### src/rtl/tts_pkg.sv
package tts_pkg;
   typedef enum logic [1:0] {
      TLP_POSTED = 2'd0,
      TLP_NONPOST = 2'd1,
      TLP_CPL = 2'd2,
      TLP_INVALID = 2'd3
   } tlp_class_e;

   typedef struct packed {
      logic out_en;
      logic in_pn;
      logic in_cpl_a;
      logic in_cpl_b;
   } dir_sel_t;

   localparam int unsigned FMT_COMPACT = 0;
   localparam int unsigned FMT_WIDE = 1;
endpackage

### src/rtl/tts_filter_match.sv
module tts_filter_match #(
   parameter int unsigned ID_W = 16,
   parameter int unsigned PORTS = 16,
   localparam int unsigned FILT_W = ID_W + 4,
   localparam int unsigned PIDX_W = $clog2(PORTS)
) (
   input  logic [FILT_W-1:0] filter_word,
   input  logic [ID_W-1:0]   req_id,
   input  logic [PIDX_W-1:0] port_idx,
   output logic              hit
);
   logic [PORTS-1:0] port_hit;
   logic             id_hit;
   logic             unused_rsvd;

   assign unused_rsvd = ^filter_word[FILT_W-2:ID_W];

   for (genvar p = 0; p < PORTS; p++) begin : g_port
      assign port_hit[p] = filter_word[p] && (port_idx == PIDX_W'(p));
   end

   assign id_hit = (req_id == filter_word[ID_W-1:0]);
   assign hit = filter_word[FILT_W-1] ? (|port_hit) : id_hit;
endmodule

### src/rtl/tts_dir_decode.sv
module tts_dir_decode
   import tts_pkg::*;
#(
   parameter int unsigned DIR_W = 4,
   parameter int unsigned FMT_W = 4,
   parameter int unsigned TYPE_W = 8
) (
   input  logic [DIR_W-1:0]  dir_code,
   input  logic [FMT_W-1:0]  fmt_code,
   input  logic [TYPE_W-1:0] type_mask,
   output dir_sel_t          sel,
   output logic              bad
);
   logic code_bad;
   logic unused_type;

   assign unused_type = ^type_mask[TYPE_W-1:3];

   always_comb begin
      sel = '0;
      code_bad = 1'b0;
      if (fmt_code > FMT_W'(FMT_WIDE) || dir_code > DIR_W'(3)) begin
         code_bad = 1'b1;
      end else if (fmt_code == FMT_W'(FMT_COMPACT)) begin
         case (dir_code[1:0])
            2'd0: begin sel.in_pn = 1'b1; sel.in_cpl_a = 1'b1; sel.in_cpl_b = 1'b1; end
            2'd1: sel.out_en = 1'b1;
            2'd2: begin sel.out_en = 1'b1; sel.in_pn = 1'b1; sel.in_cpl_b = 1'b1; end
            default: begin sel.out_en = 1'b1; sel.in_cpl_a = 1'b1; end
         endcase
      end else begin
         case (dir_code[1:0])
            2'd0: code_bad = 1'b1;
            2'd1: sel.out_en = 1'b1;
            2'd2: begin sel.in_pn = 1'b1; sel.in_cpl_b = 1'b1; end
            default: sel.in_cpl_a = 1'b1;
         endcase
      end
   end

   assign bad = code_bad || (sel.out_en && ($countones(type_mask[2:0]) != 1));
endmodule

### src/rtl/trace_tlp_selector.sv
module trace_tlp_selector
   import tts_pkg::*;
#(
   parameter int unsigned ID_W = 16,
   parameter int unsigned PORTS = 16,
   parameter int unsigned TYPE_W = 8,
   parameter int unsigned DIR_W = 4,
   parameter int unsigned FMT_W = 4,
   localparam int unsigned FILT_W = ID_W + 4,
   localparam int unsigned PIDX_W = $clog2(PORTS)
) (
   input  logic              clk,
   input  logic              rst_n,
   input  logic              trace_en,
   input  logic [FILT_W-1:0] cfg_filter,
   input  logic [TYPE_W-1:0] cfg_type,
   input  logic [DIR_W-1:0]  cfg_dir,
   input  logic [FMT_W-1:0]  cfg_fmt,
   input  logic              tlp_valid,
   input  logic              tlp_outbound,
   input  logic [1:0]        tlp_class,
   input  logic              tlp_cpl_remote,
   input  logic [ID_W-1:0]   tlp_req_id,
   input  logic [PIDX_W-1:0] tlp_port,
   output logic              capture,
   output logic              cfg_err
);
   if (PORTS > ID_W || PORTS < 2) begin : g_bad_ports
      $error("PORTS must lie between 2 and ID_W");
   end
   if (TYPE_W < 4 || DIR_W < 2 || FMT_W < 2) begin : g_bad_widths
      $error("TYPE_W must be at least 4, DIR_W and FMT_W at least 2");
   end

   logic     filt_hit;
   logic     dir_bad;
   dir_sel_t dsel;
   logic     class_hit;
   logic     dir_hit;
   logic     cap_d;

   tts_filter_match #(.ID_W(ID_W), .PORTS(PORTS)) u_filt (
      .filter_word(cfg_filter),
      .req_id     (tlp_req_id),
      .port_idx   (tlp_port),
      .hit        (filt_hit)
   );

   tts_dir_decode #(.DIR_W(DIR_W), .FMT_W(FMT_W), .TYPE_W(TYPE_W)) u_dir (
      .dir_code (cfg_dir),
      .fmt_code (cfg_fmt),
      .type_mask(cfg_type),
      .sel      (dsel),
      .bad      (dir_bad)
   );

   always_comb begin
      class_hit = 1'b0;
      dir_hit = 1'b0;
      case (tlp_class_e'(tlp_class))
         TLP_POSTED:  class_hit = cfg_type[0];
         TLP_NONPOST: class_hit = cfg_type[1];
         TLP_CPL:     class_hit = cfg_type[2];
         default:     class_hit = 1'b0;
      endcase
      if (tlp_outbound)
         dir_hit = dsel.out_en;
      else if (tlp_class == TLP_CPL)
         dir_hit = tlp_cpl_remote ? dsel.in_cpl_b : dsel.in_cpl_a;
      else
         dir_hit = dsel.in_pn;
   end

   assign cap_d = trace_en && tlp_valid && !dir_bad && filt_hit && class_hit && dir_hit;

   always_ff @(posedge clk or negedge rst_n) begin
      if (!rst_n) begin
         capture <= 1'b0;
         cfg_err <= 1'b0;
      end else begin
         capture <= cap_d;
         cfg_err <= dir_bad;
      end
   end
endmodule

### config.mk
export PLATFORM = sky130hd
export DESIGN_NAME = trace_tlp_selector
export DESIGN_NICKNAME = d
export VERILOG_FILES = /design/src/rtl/tts_pkg.sv /design/src/rtl/tts_filter_match.sv /design/src/rtl/tts_dir_decode.sv /design/src/rtl/trace_tlp_selector.sv
export SDC_FILE = /design/constraint.sdc
export NUM_CORES = 1
export LEC_CHECK = 0
export BUFFER_PORTS_ARGS = -buffer_cell sky130_fd_sc_hd__clkbuf_2
export CORE_MARGIN = 2
export CORE_UTILIZATION = 30
export DETAILED_ROUTE_END_ITERATION = 10
export PLACE_DENSITY = 0.71
export SLEW_MARGIN = 10
export SYNTH_ARGS = -nofsm -noshare
export SYNTH_HDL_FRONTEND = slang
export SYNTH_SLANG_ARGS = --single-unit
export TNS_END_PERCENT = 10
### constraint.sdc
create_clock -name clk -period 0.8 [get_ports clk]
set_input_delay 0.08 -clock clk [delete_from_list [all_inputs] [get_ports clk]]
set_output_delay 0.08 -clock clk [all_outputs]
set_load 0.02 [all_outputs]
After elaboration in Yosys (flattened, before gate mapping)
Index checks and enable logic that the tools add are counted.
- add/subtract/negate cells: 2
- magnitude comparators: 2
- muxes and demuxes: 16
- reductions and logical operators: 33
- equality and inequality tests: 21
- operators with widths (kind ; count):
    32-bit by 1-bit adder with 32-bit output ; 1
    4-bit == test, second input constant ; 8
    32-bit by 2-bit inequality test with 1-bit output, second input constant ; 1
    1-bit logical AND ; 22
    16-bit == test ; 1
    4-bit by 3-bit == test with 1-bit output, second input constant ; 4
    16-bit OR reduction ; 1
    1-bit two-way mux ; 13
    4-bit by 2-bit == test with 1-bit output, second input constant ; 2
    4-bit logical NOT ; 2
    4-bit two-way mux ; 2
    2-bit by 1-bit == test with 1-bit output, second input constant ; 2
    2-bit == test, second input constant ; 2
    4-bit by 1-bit == test with 1-bit output, second input constant ; 1
    4-bit by 1-bit greater-than comparator with 1-bit output, second input constant ; 1
    4-bit by 2-bit greater-than comparator with 1-bit output, second input constant ; 1
    2-bit logical NOT ; 2
    2-bit OR reduction ; 2
    1-bit case mux with 3 select lines ; 1
    3-bit OR reduction ; 1
    1-bit by 1-bit adder with 2-bit output ; 1
    1-bit logical OR ; 2
    1-bit logical NOT ; 1
- bits of input ports: 64
- output and inout port bits: 2
- word-level logic and storage cells: 76
- register bits after elaboration: 2

Depth between registers and ports, before layout
- depth after elaboration: 12
- mapped depth: 8
- depth with buffers taken out: 8

By module
Synthesis repeated with hierarchy kept, for this count alone.
- cells, all modules: 74
- area, all modules: 655.6 sq um
- by module, submodules not included (module ; seq. area each (sq um) ; times used ; cells an instance ; area each (sq um)):
    tts_filter_match ; 0.0 ; 1 ; 38 ; 342.8
    tts_dir_decode ; 0.0 ; 1 ; 23 ; 177.7
    trace_tlp_selector ; 50.0 ; 1 ; 13 ; 135.1

Worst setup path after synthesis
No wires, ideal clock.
- path kind: input to register
- from: input port cfg_type[0]
- to: register capture
- required time: 733 ps
- cell stages on the path: 8
- arrival time: 1611 ps
- path slack: -878 ps
- path buffers: 0
- library setup time: 67 ps
- cell sequence: ha_1 > ha_1 > ha_1 > nor2_1 > nand2_1 > a221o_1 > a2111oi_0 > o221a_1
- longest elaborated chain between the ends: 10
- elaborated cells on any way between the ends: 11
- classes of those cells: add/sub: 2; eq/ne: 1; mux: 1; reduce/logical: 7
- ends and longest elaborated chain (what ; line ; source):
    start, declared ; trace_tlp_selector.sv:16 ; input logic [TYPE_W-1:0] cfg_type,
    1-bit by 1-bit adder with 2-bit output (not written as such) ; tts_dir_decode.sv:41 ; assign bad = code_bad || (sel.out_en && ($countones(type_mask[2:0]) != 1));
    32-bit by 1-bit adder with 32-bit output (not written as such) ; tts_dir_decode.sv:41 ;
    32-bit by 2-bit inequality test with 1-bit output ; tts_dir_decode.sv:41 ;
    1-bit logical AND ; tts_dir_decode.sv:41 ;
    1-bit logical OR ; tts_dir_decode.sv:41 ;
    net dir_bad ; trace_tlp_selector.sv:36 ; logic dir_bad;
    1-bit logical NOT ; trace_tlp_selector.sv:74 ; assign cap_d = trace_en && tlp_valid && !dir_bad && filt_hit && class_hit && dir_hit;
    1-bit logical AND (4 in series) ; trace_tlp_selector.sv:74 ;
    net cap_d ; trace_tlp_selector.sv:40 ; logic cap_d;
    end signal, assigned ; trace_tlp_selector.sv:81 ; capture <= cap_d;
    end, declared ; trace_tlp_selector.sv:25 ; output logic capture,
The timed path passes the listed nets, and every way through them passes these cells.

Worst setup path after layout
Ends and elaborated chain as after synthesis.

==> impl_metrics.json <==
{
  "yosysSeqAreaShare_pct": 8.11,
  "clkSinkCount": 2,
  "min_path_type": "input port to flop",
  "max_stage_delay_ns": 0.32,
  "violations": "negative setup slack",
  "cts_setup_buffers": 0,
  "period_minus_slack_ns": 1.45,
  "crit_top_cell": "ha_4",
  "met3_usage_pct": 2.15,
  "synth_compound_area_share_pct": 11.4,
  "grt_max_degree": 6,
  "grt-busiest-layer": "met2",
  "setup_viol": 2,
  "period_share_pct": 181,
  "ir_worst_vdd_mv": 0.442,
  "rows": 16,
  "synth_fa_ha_area_share_pct": 15.4,
  "netlist_area_um2": 617,
  "antenna_left": 0,
  "synthArstFlopShare_pct": 100,
  "synth_mux_area_share_pct": 22.3,
  "die_x_um": 49.3,
  "drive_gt1_share_pct": 57.1,
  "cts_inserted_buffers": 3,
  "hpwl_um": 1600,
  "seqPwrFrac_pct": 13.5,
  "max-slew-margin-rel_pct": 66.6,
  "gr-total-overflow": 0,
  "dpl_cell_area_um2": 995,
  "slowest_stage": "a221o_1",
  "synthSimpleGateAreaFrac_pct": 15.8,
  "cp.required_ns": 0.96,
  "finalWorstSetupSlack_ns": -0.646,
  "grt_pass1_vias": 804,
  "clockBufferDepth": 2,
  "crit_chain": "buf_8 -> ha_4 -> ha_4 -> ha_4 -> nor2_2 -> nand2_1 -> a221o_1 -> a2111oi_2 -> o221a_1",
  "grtUsageTotal_pct": 16.1,
  "ios": 66,
  "postSynthAreaPerCell_um2": 9.49,
  "cp-end-kind": "flop",
  "routed_via_density": 4.84,
  "grt_use_met2_pct": 31.8,
  "synth_xor_area_share_pct": 22.7,
  "synth_edf_count": 0,
  "die_h_um": 49.3,
  "tritoncts": "built",
  "cp.arrival_ns": 1.60,
  "dr.pass1.iters": 3,
  "synthTopCellsByArea": "xor2_1, mux4_1, ha_1",
  "path_class": "input port to flop",
  "drv_slew": 0,
  "syn2layout_area_growth_pct": 77.1,
  "root_buffer": "clkbuf_4",
  "antenna_found_initial": 0,
  "leakagePower_nw": 0.569,
  "yosys_warnings": 0,
  "grtUsageMet1_pct": 17.1,
  "synth_fp_nets": 136,
  "die-area_um2": 2430,
  "outcome": "complete, but fails checks",
  "swShare_pct": 30.7,
  "power.total_w": 0.000759,
  "synth_top_area_share_pct": 22.7,
  "num-fill-cells": 200,
  "grt_pass1_wl_um": 3030,
  "finalHoldViolations": 0,
  "synth_top_area_cell": "xor2_1",
  "cp_max_fo": 3,
  "worst_setup_path_start_kind": "input port",
  "stdcell_area_um2": 1090,
  "p_clk_share_pct": 29.1,
  "wl_per_cell_um": 10.8,
  "finalSetupTns_ns": -0.938,
  "rsz0062_at_grt": "true",
  "p_int_w": 0.000526,
  "switching_power_w": 0.000233,
  "powerDensity_nw_per_um2": 695,
  "ys_seq_elements": 2,
  "vias": 774,
  "clk_pin_slew_ns": 0.03,
  "drc": 0,
  "nNetsFinal": 206,
  "synth_top_family_by_area": "XOR/XNOR gates",
  "synth.distinct_cells": 27,
  "gp_congestion": 0.726,
  "max_clock_freq_mhz": 691,
  "initial_utilization_pct": 31.8,
  "yosysMostFrequentCell": "xor2_1",
  "core-area_um2": 1940,
  "wl_um": 1720,
  "syn_inst": 65,
  "h-tree-depth": 1,
  "synthFlopType": "dfrtp_1",
  "cap_violations": 0,
  "worst_pin_slew_ns": 0.497,
  "n_antenna_cell": 0,
  "pwr-share-comb_pct": 57.4,
  "yosys-top-cells-count": "xor2_1, inv_1, ha_1",
  "port_buffers": 57,
  "drtIter0Drc": 12
}
## registers in the layout, indices dropped and copies added (netlist names)
signal,count
cfg_err,1
capture,1
## power groups by stage
stage          Combinational, W  Sequential, W  Clock, W
2_1_floorplan          0.000166       0.000105         0
3_3_place_gp           0.000381       0.000104         0
3_5_place_dp           0.000396       0.000104         0
4_1_cts                0.000416       0.000103  0.000234
5_1_grt                0.000484       0.000103  0.000247
6_report               0.000435       0.000103  0.000221
## area by class of cell
| cell class | count | area [um^2] | share of cell area, % |
|---|---|---|---|
| multi-input combinational | 56 | 587 | 53.7 |
| clock buffer | 3 | 22.5 | 2.06 |
| sequential | 2 | 50.0 | 4.58 |
| inverter | 7 | 28.8 | 2.63 |
| tap | 27 | 33.8 | 3.09 |
| timing repair buffer | 65 | 370 | 33.9 |
## through the flow
stage	hold slack [ns]	utilization, %	std cells	setup slack, ns
finish	0.153	56.3	160	-0.646
global route	0.158	56.3	160	-0.723
CTS	0.147	54.7	160	-0.678
detailed placement	-0.132	51.2	156	-0.993
global placement	-0.135	51.2	156	-0.959
floorplan	-0.216	-	65	-0.790
## layer usage
metal	wire (um)	vias to the layer above
met3	151	0
li1	-	386
met5	0	-
met1	651	347
met4	0	0
met2	918	41
## worst paths after layout
| kind | startpoint | endpoint | slack (ns) | cells after the start |
|---|---|---|---|---|
| max in group asynchronous | rst_n | capture | 0.52 | 2 |
| min | tlp_outbound | capture | 0.15 | 2 |
| max | cfg_type[0] | capture | -0.65 | 9 |
| min in group asynchronous | rst_n | cfg_err | 0.18 | 2 |
## critical path: cells and delay by family
kind | cells | cell delay, ns
AOI/OAI and AO/OA | 3 | 0.74
and+or+nand+nor | 2 | 0.14
adders and majority gates | 3 | 0.52
buffers and inverters | 1 | 0.11
## placed cells by master (no fill, tap or decap), drive strengths merged, types with 2 or more instances in the layout
cell / count
nor2: 2
nor4: 5
dfrtp: 2
buf: 11
ha: 6
nand2: 4
clkbuf: 56
mux4: 5
xor2: 16
inv: 7
## what timing repair did
item,4_1_cts,5_1_grt
gates cloned,0,0
hold buffers,1,0
hold endpoints to repair,2,0
endpoints found under the setup margin,4,4
resized for setup,5,12
## logic make-up (layout without fill, tap and decap cells)
logic type                 count (synthesis)  count (layout)
AOI/OAI and AO/OA                          9               9
and+or+nand+nor                           18              18
xor gates and xnor gates                  16              16
muxes                                      6               6
DFF                                        2               2
adders and majority gates                  7               7
buffers and inverters                      7              75
(Power assumes the default switching activity.)
